<file path="config.mk">
export PLATFORM = sky130hd
export DESIGN_NAME = vec_swizzle
export DESIGN_NICKNAME = d
export VERILOG_FILES = /design/src/rtl/swz_pkg.sv /design/src/rtl/swz_const_set.sv /design/src/rtl/swz_lane_mux.sv /design/src/rtl/vec_swizzle.sv
export SDC_FILE = /design/constraint.sdc
export NUM_CORES = 1
export LEC_CHECK = 0
export ABC_AREA = 1
export BUFFER_PORTS_ARGS = -buffer_cell sky130_fd_sc_hd__buf_2
export CAP_MARGIN = 20
export CORE_MARGIN = 8
export CORE_UTILIZATION = 46
export DETAILED_ROUTE_END_ITERATION = 7
export PLACE_DENSITY_LB_ADDON = 0.12
export SLEW_MARGIN = 20
export SYNTH_ARGS = -nofsm -noshare
export SYNTH_HDL_FRONTEND = slang
export SYNTH_SLANG_ARGS = --single-unit
</file>
<file path="constraint.sdc">
create_clock -name vclk -period 1.1
set_clock_uncertainty 0.1 [all_clocks]
set_input_delay 0 -clock vclk [all_inputs]
set_output_delay 0 -clock vclk [all_outputs]
set_load 0.005 [all_outputs]
</file>
<file path="src/rtl/swz_pkg.sv">
package swz_pkg;

   typedef enum logic [2:0] {
      SWZ_X    = 3'd0,
      SWZ_Y    = 3'd1,
      SWZ_Z    = 3'd2,
      SWZ_W    = 3'd3,
      SWZ_ZERO = 3'd4,
      SWZ_ONE  = 3'd5,
      SWZ_NEG1 = 3'd6,
      SWZ_TOP  = 3'd7
   } swz_code_e;

   localparam int CONST_COUNT = 4;

   localparam logic [31:0] FP32_ZERO = 32'h0000_0000;
   localparam logic [31:0] FP32_ONE  = 32'h3F80_0000;
   localparam logic [31:0] FP32_NEG1 = 32'hBF80_0000;
   localparam logic [31:0] FP32_QNAN = 32'h7FC0_0000;

endpackage

</file>
<file path="src/rtl/swz_const_set.sv">
module swz_const_set #(
   parameter int LANE_W = 32,
   localparam int SET_W = swz_pkg::CONST_COUNT * LANE_W
) (
   input  logic             mode_fp,
   output logic [SET_W-1:0] consts
);

   logic [SET_W-1:0] int_set;
   logic [SET_W-1:0] fp_set;

   // integer set: index 0 zero, 1 one, 2 all ones, 3 two
   assign int_set = {LANE_W'(2), {LANE_W{1'b1}}, LANE_W'(1), LANE_W'(0)};

   generate
      if (LANE_W == 32) begin : g_fp32
         assign fp_set = {swz_pkg::FP32_QNAN, swz_pkg::FP32_NEG1,
                          swz_pkg::FP32_ONE,  swz_pkg::FP32_ZERO};
      end else begin : g_fp_bad
         $error("swz_const_set: floating constants need 32-bit lanes");
         assign fp_set = '0;
      end
   endgenerate

   always_comb begin
      consts = mode_fp ? fp_set : int_set;
   end

endmodule

</file>
<file path="src/rtl/swz_lane_mux.sv">
module swz_lane_mux #(
   parameter int LANES  = 4,
   parameter int LANE_W = 32,
   localparam int IDX_W = $clog2(LANES),
   localparam int SEL_W = IDX_W + 1,
   localparam int VEC_W = LANES * LANE_W,
   localparam int SET_W = swz_pkg::CONST_COUNT * LANE_W
) (
   input  logic [VEC_W-1:0]  src,
   input  logic [SEL_W-1:0]  code,
   input  logic [SET_W-1:0]  consts,
   output logic [LANE_W-1:0] lane_out
);

   logic              use_const;
   logic [IDX_W-1:0]  src_idx;
   logic [1:0]        const_idx;

   assign use_const = code[SEL_W-1];
   assign src_idx   = code[IDX_W-1:0];
   assign const_idx = code[1:0];

   always_comb begin
      if (use_const) begin
         lane_out = consts[int'(const_idx)*LANE_W +: LANE_W];
      end else begin
         lane_out = src[int'(src_idx)*LANE_W +: LANE_W];
      end
   end

endmodule

</file>
<file path="src/rtl/vec_swizzle.sv">
module vec_swizzle #(
   parameter int LANES   = 4,
   parameter int LANE_W  = 32,
   parameter bit REG_OUT = 1'b0,
   localparam int IDX_W  = $clog2(LANES),
   localparam int SEL_W  = IDX_W + 1,
   localparam int VEC_W  = LANES * LANE_W,
   localparam int SELF_W = LANES * SEL_W,
   localparam int SET_W  = swz_pkg::CONST_COUNT * LANE_W
) (
   input  logic              clk,
   input  logic              rst_n,
   input  logic              mode_fp,
   input  logic [SELF_W-1:0] lane_sel,
   input  logic [VEC_W-1:0]  src_vec,
   output logic [VEC_W-1:0]  operand
);

   generate
      if (LANES < 4 || (LANES & (LANES - 1)) != 0) begin : g_bad_lanes
         $error("vec_swizzle: LANES must be a power of two of at least 4");
      end
   endgenerate

   logic [SET_W-1:0] const_set;
   logic [VEC_W-1:0] swz_vec;

   swz_const_set #(
      .LANE_W (LANE_W)
   ) u_consts (
      .mode_fp (mode_fp),
      .consts  (const_set)
   );

   generate
      for (genvar li = 0; li < LANES; li++) begin : g_lane
         swz_lane_mux #(
            .LANES  (LANES),
            .LANE_W (LANE_W)
         ) u_mux (
            .src      (src_vec),
            .code     (lane_sel[li*SEL_W +: SEL_W]),
            .consts   (const_set),
            .lane_out (swz_vec[li*LANE_W +: LANE_W])
         );
      end

      if (REG_OUT) begin : g_reg_out
         always_ff @(posedge clk or negedge rst_n) begin
            if (!rst_n) begin
               operand <= '0;
            end else begin
               operand <= swz_vec;
            end
         end
      end else begin : g_comb_out
         logic unused_clk_rst;
         assign unused_clk_rst = clk ^ rst_n;
         assign operand = swz_vec;
      end
   endgenerate

endmodule

</file>
==> results.tsv, run 1 <==
stage	metric	value	unit
critical_path	critPathMaxFanout	11	
route	dr.pass1.iters	6	
timing	finalCritPeriodShare	98.63	%
yosys	syn_area	4342	um2
global_routing	grt_max_degree	53	
final_layout	nNetsFinal	1312	
route	ant_nets	0	
global_routing	grt_pass1_vias	7077	
critical_path	cp.arrival	980	ps
critical_path	worstSetupPathDepth	6	
floorplanning	dieArea	12800	um2
floorplanning	die_x	113.2	um
final_layout	drive_gt1_share	33.08	%
yosys	yosysSeqAreaShare	0	%
timing	fin_tns_setup	0	ps
final_layout	syn_to_final_growth	48.39	%
critical_path	cp_slowest_stage_delay	240	ps
placement	hpwlAfterDp	18.39	mm
critical_path	cp.buffers_inverters	3	
floorplanning	io_pins	271	
floorplanning	die_h	113.2	um
hold_path	hold_class	input pin to primary output	
critical_path	required	1000	ps
final_layout	antenna_cells	0	
route	initialDrtViolationCount	948	
yosys	synth_top_area_share	29.74	%
yosys	syn_area_per_cell	4.846	um2
final_layout	final_cells	1278	
critical_path	startpoint_type	input pin	
floorplanning	initial_core_util	47.21	%
final_layout	final_common_cell	nand2_1	
placement	place_congestion	1.044	
floorplanning	coreArea	9196	um2
route	wl_per_cell	18.79	um
clock_network	cts_hold_buf	0	
flow_run	maxCapViolations	0	
pwr	cellPowerDensity	452.4	nW/um2
final_layout	nFlopsAndLatches	0	
route	routed_wirelength	24.01	mm
final_layout	most-common-layout-cells	335 x nand2_1, 263 x buf_2, 141 x nand3_1	
route	vias	7695	
global_routing	antenna_found_initial	0	
final_layout	fin_util	70.05	%
pwr	leakage	3.406	nW
global_routing	grt_overflow	0	
timing	grt_setup_unrepaired	yes	
global_routing	grt_pass1_wl	36.51	mm
global_routing	grtUsageTotal	33.94	%
yosys	ys_top_cells_by_area	nand2_1 30%, o211ai_1 21%, nand3_1 16%	
outcome	status	completed	
placement	dp_cells	1273	
final_layout	clock_buffers	0	
floorplanning	fp-row-count	35	
timing	setup_violations	0	
yosys	yosys.area.top_type	nand2_1	
timing	fin_crit	1085	ps
hold_path	hold_depth	4	
pwr	max-vdd-ir-drop	0.2809	mV
timing	drv_slew	0	
yosys	synth_warnings	0	
timing	max_freq	0.9217	GHz
critical_path	slowest_stage	buf_4	
critical_path	crit_top_cell	buf_2	
timing	worst_pin_slew	384.2	ps
yosys	synth.distinct_cells	16	
critical_path	cp-end-kind	primary output	
route	via_per_inst	6.021	
timing	hold_viol	0	
critical_path	crit_type	input pin to primary output	
critical_path	crit_family	buffers and inverters	
final_layout	register_area	0	um2
timing	relSlewSlack	74.29	%
route	drcViolationCount	0	
yosys	syn_inst	896	
placement	portBuffers	269	
critical_path	worstPathCellList	buf_2, nor2_2, buf_4, o211ai_1, nand3_1, buf_2	
yosys	syn_nets	1039	
## synth_stat cells
| master | number |
|---|---|
| o211ai_1 | 124 |
| o21ai_1 | 1 |
| buf_4 | 12 |
| nand2_1 | 344 |
| nand3_1 | 142 |
| nor2_4 | 3 |
| nor2_1 | 10 |
| inv_1 | 55 |
| a21oi_1 | 30 |
| buf_2 | 42 |
| o21ai_0 | 93 |
| nor2_2 | 8 |
| buf_6 | 4 |
| nand4_1 | 4 |
| clkbuf_1 | 14 |
| inv_2 | 10 |
## per-stage QoR
step / cell area [um2] / setup WS (ps) / power, mW / hold slack, ps
CTS: 6202 / 6.407 / 2.761 / 236.8
global placement: 6185 / -35.45 / 2.726 / 233.2
floorplan: 4342 / 273.5 / 1.301 / 9.033
global route: 6442 / -13.31 / 3.148 / 256.7
finish: 6442 / 15.02 / 2.915 / 230.2
detailed placement: 6185 / -27.55 / 2.743 / 236.8
## cells by family (layout without fill, tap and decap cells)
kind of cell | count (synthesis) | after routing | synth area share, %
compound gates | 248 | 248 | 35.73
simple gates | 511 | 511 | 49.48
buf+inv | 137 | 408 | 14.78
## layout make-up
type | count | area, um2
timing repair buffer | 343 | 2245
fill | 896 | 2754
inverter | 65 | 262.8
tap | 111 | 138.9
multi-input combinational | 759 | 3796
## routing by layer
metal	share of wire (%)	wire (um)	vias to the layer above	global-route usage, %
li1	-	-	3651	-
met1	39	9293	3353	42.25
met2	46	11100	615	57.14
met3	12	2866	76	5.964
met4	3.1	754	0	12.08
met5	0	0	-	0
## worst min-delay path, delay by kind of cell
family	cells	cell delay, ps
and+or+nand+nor	2	120
buffers and inverters	2	220
## path summary, 6_finish.rpt
kind | from | end | slack, ps
worst max-delay path | lane_sel[2] | operand[25] | 20
worst min-delay path | src_vec[98] | operand[34] | 230
## where the power goes
part           leakage (nW)  switching [mW]  internal (mW)
Clock                     0               0              0
Combinational          3.41            1.70           1.22
Sequential                0               0              0
Total                  3.41            1.70           1.22
## what timing repair did
item                                    CTS  global route
gates resized for setup                   4            54
buffers inserted                          0             2
cloned                                    0             4
endpoints found under the setup margin   12           100
pin swaps                                 0             5
Note: power is estimated with default switching activity, not from simulation.
==> inputs of run 2 (changes only) <==
--- a/config.mk
+++ b/config.mk
@@ -8,8 +8,7 @@
 export ABC_AREA = 1
 export BUFFER_PORTS_ARGS = -buffer_cell sky130_fd_sc_hd__buf_2
 export CAP_MARGIN = 20
-export CORE_MARGIN = 8
-export CORE_UTILIZATION = 46
+export CORE_UTILIZATION = 41
 export DETAILED_ROUTE_END_ITERATION = 7
 export PLACE_DENSITY_LB_ADDON = 0.12
 export SLEW_MARGIN = 20
==> constraint.sdc (replaced) <==
create_clock -name vclk -period 0.95
set_clock_uncertainty 0.1 [all_clocks]
set_input_delay 0 -clock vclk [all_inputs]
set_output_delay 0 -clock vclk [all_outputs]
set_load 0.005 [all_outputs]
==> run 2 against run 1 <==
- the run now ends with setup timing left
- core utilization up 4.7 points
- combinational power increased by 38%
- die area is 14% lower
- non-clock buffer count increased by 46
- setup slack worse by 230 ps
- design area rose by 19%
- clock-buffer cell count did not move
- global-route usage up 6.6 points
==> results.tsv, run 2 (same netlist as run 1, synthesis figures left out) <==
stage	metric	value	unit
outcome	status	complete, but fails checks	
outcome	violations	setup timing	
placement	dp_cells	1320	
final_layout	final_cells	1349	
flow_run	maxCapViolations	0	
global_routing	use_met1	52.99	%
pwr	max-vdd-ir-drop	0.3185	mV
critical_path	cp_slowest_stage_delay	230	ps
global_routing	grt_use_met2	64.33	%
route	routed_wirelength	25.31	mm
critical_path	cp.arrival	1070	ps
critical_path	startpoint_type	input pin	
critical_path	startpoint	mode_fp	
critical_path	worstPathCellList	buf_8, buf_6, nand2_4, inv_4, nor2_4, buf_6, o21ai_0, nand3_1, buf_2	
pwr	leakage	3.939	nW
timing	relSlewSlack	72.67	%
final_layout	register_area	0	um2
pwr	power_frac_clock	0	%
placement	portBuffers	269	
pwr	cellPowerDensity	524.4	nW/um2
global_routing	grt_pass1_wl	36.45	mm
critical_path	critPathMaxFanout	5	
critical_path	crit_top_cell	buf_6	
critical_path	cp-end-kind	primary output	
global_routing	antenna_found_initial	0	
floorplanning	io_pins	271	
pwr	power.switching	2.240	mW
timing	grt_setup_unrepaired	yes	
pwr	combPwrFrac	100.0	%
final_layout	nFlopsAndLatches	0	
timing	max_freq	0.8571	GHz
timing	setup_violations	112	
final_layout	syn_to_final_growth	76.86	%
critical_path	crit_path_end	operand[83]	
floorplanning	die_h	104.9	um
floorplanning	die_x	104.9	um
final_layout	nNetsFinal	1358	
final_layout	fin_util	74.71	%
timing	hold_viol	0	
route	wl_per_cell	18.76	um
placement	pre_cts_ws	-245.5	ps
critical_path	crit_type	input pin to primary output	
final_layout	fillers	873	
timing	worst_pin_slew	410.0	ps
global_routing	grt_max_degree	29	
final_layout	most-common-layout-cells	318 x nand2_1, 255 x buf_2, 124 x o211ai_1, 124 x nand3_1	
route	initialDrtViolationCount	1223	
global_routing	grt_overflow	0	
final_layout	antenna_cells	0	
final_layout	clock_buffers	0	
timing	layout_setup_ws	-216.7	ps
floorplanning	dieArea	11010	um2
floorplanning	initial_core_util	42.24	%
global_routing	met3_usage	8.422	%
timing	fin_tns_setup	-13670	ps
route	ant_nets	0	
global_routing	grt_pass1_vias	7122	
floorplanning	fp-row-count	37	
global_routing	grtUsageTotal	40.57	%
global_routing	grt.busiest_layer	met2	
final_layout	drive_gt1_share	42.54	%
timing	fin_crit	1167	ps
placement	place_congestion	1.075	
final_layout	multi_input_area	4197	um2
route	dr.pass1.iters	8	
final_layout	final_common_cell	nand2_1	
timing	finalCritPeriodShare	122.8	%
placement	hpwlAfterDp	16.48	mm
floorplanning	coreArea	10280	um2
route	drcViolationCount	0	
pwr	power_frac_seq	0	%
critical_path	required	850	ps
hold_path	hold_class	input pin to primary output	
timing	drv_slew	0	
critical_path	slowest_stage	nor2_4	
route	via_per_inst	6.110	
pwr	switching_share	55.62	%
pwr	intPower	1.787	mW
final_layout	final_cell_area	7679	um2
route	vias	8242	
placement	placed_area	6444	um2
## run 2: how the worst min path moves through the flow
stage                 startpoint           end  slack [ps]  cells past startpoint
global placement     src_vec[87]   operand[55]         230                      4
CTS                 src_vec[106]  operand[106]         230                      4
floorplan            lane_sel[1]    operand[1]           9                      2
detailed placement  src_vec[106]  operand[106]         230                      4
global route         src_vec[91]   operand[59]         250                      4
finish               src_vec[91]   operand[59]         220                      4
## run 2: what timing repair did
action                     in CTS  in global routing
buffers inserted               15                  4
setup endpoints to repair     127                128
hold buffers                    0                  0
cloned                          8                  7
gates resized for setup       123                157
pin swaps                      34                 78
## run 2: metrics by stage
step / hold WS [ps] / power [mW]
floorplan: 9.033 / 1.507
global placement: 226.0 / 3.201
detailed placement: 228.7 / 3.227
CTS: 230.1 / 3.576
global route: 246.6 / 4.266
finish: 217.5 / 4.027
## run 2: cell type report
type | count | share of cell area (%)
repair buffers | 389 | 39.30
inverters | 65 | 3.829
well taps | 136 | 2.216
multi-input cells | 759 | 54.65
## run 2: layer usage
metal  wire length (um)  vias to the layer above
met5                  0                        -
met4               1436                        0
met3               3714                      155
met2              11050                      757
met1               9108                     3577
li1                   -                     3753
## run 2: critical path, delay by kind of cell
| family | cells | cell delay, ps |
|---|---|---|
| buf+inv | 5 | 580 |
| simple gates | 3 | 390 |
| compound gates | 1 | 90 |
## run 2: power by group through the flow
stage / clock network (mW) / logic [mW] / registers [mW]
after global placement: 0 / 3.20 / 0
after detailed placement: 0 / 3.23 / 0
after global routing: 0 / 4.27 / 0
after CTS: 0 / 3.58 / 0
after floorplan: 0 / 1.51 / 0
final: 0 / 4.03 / 0
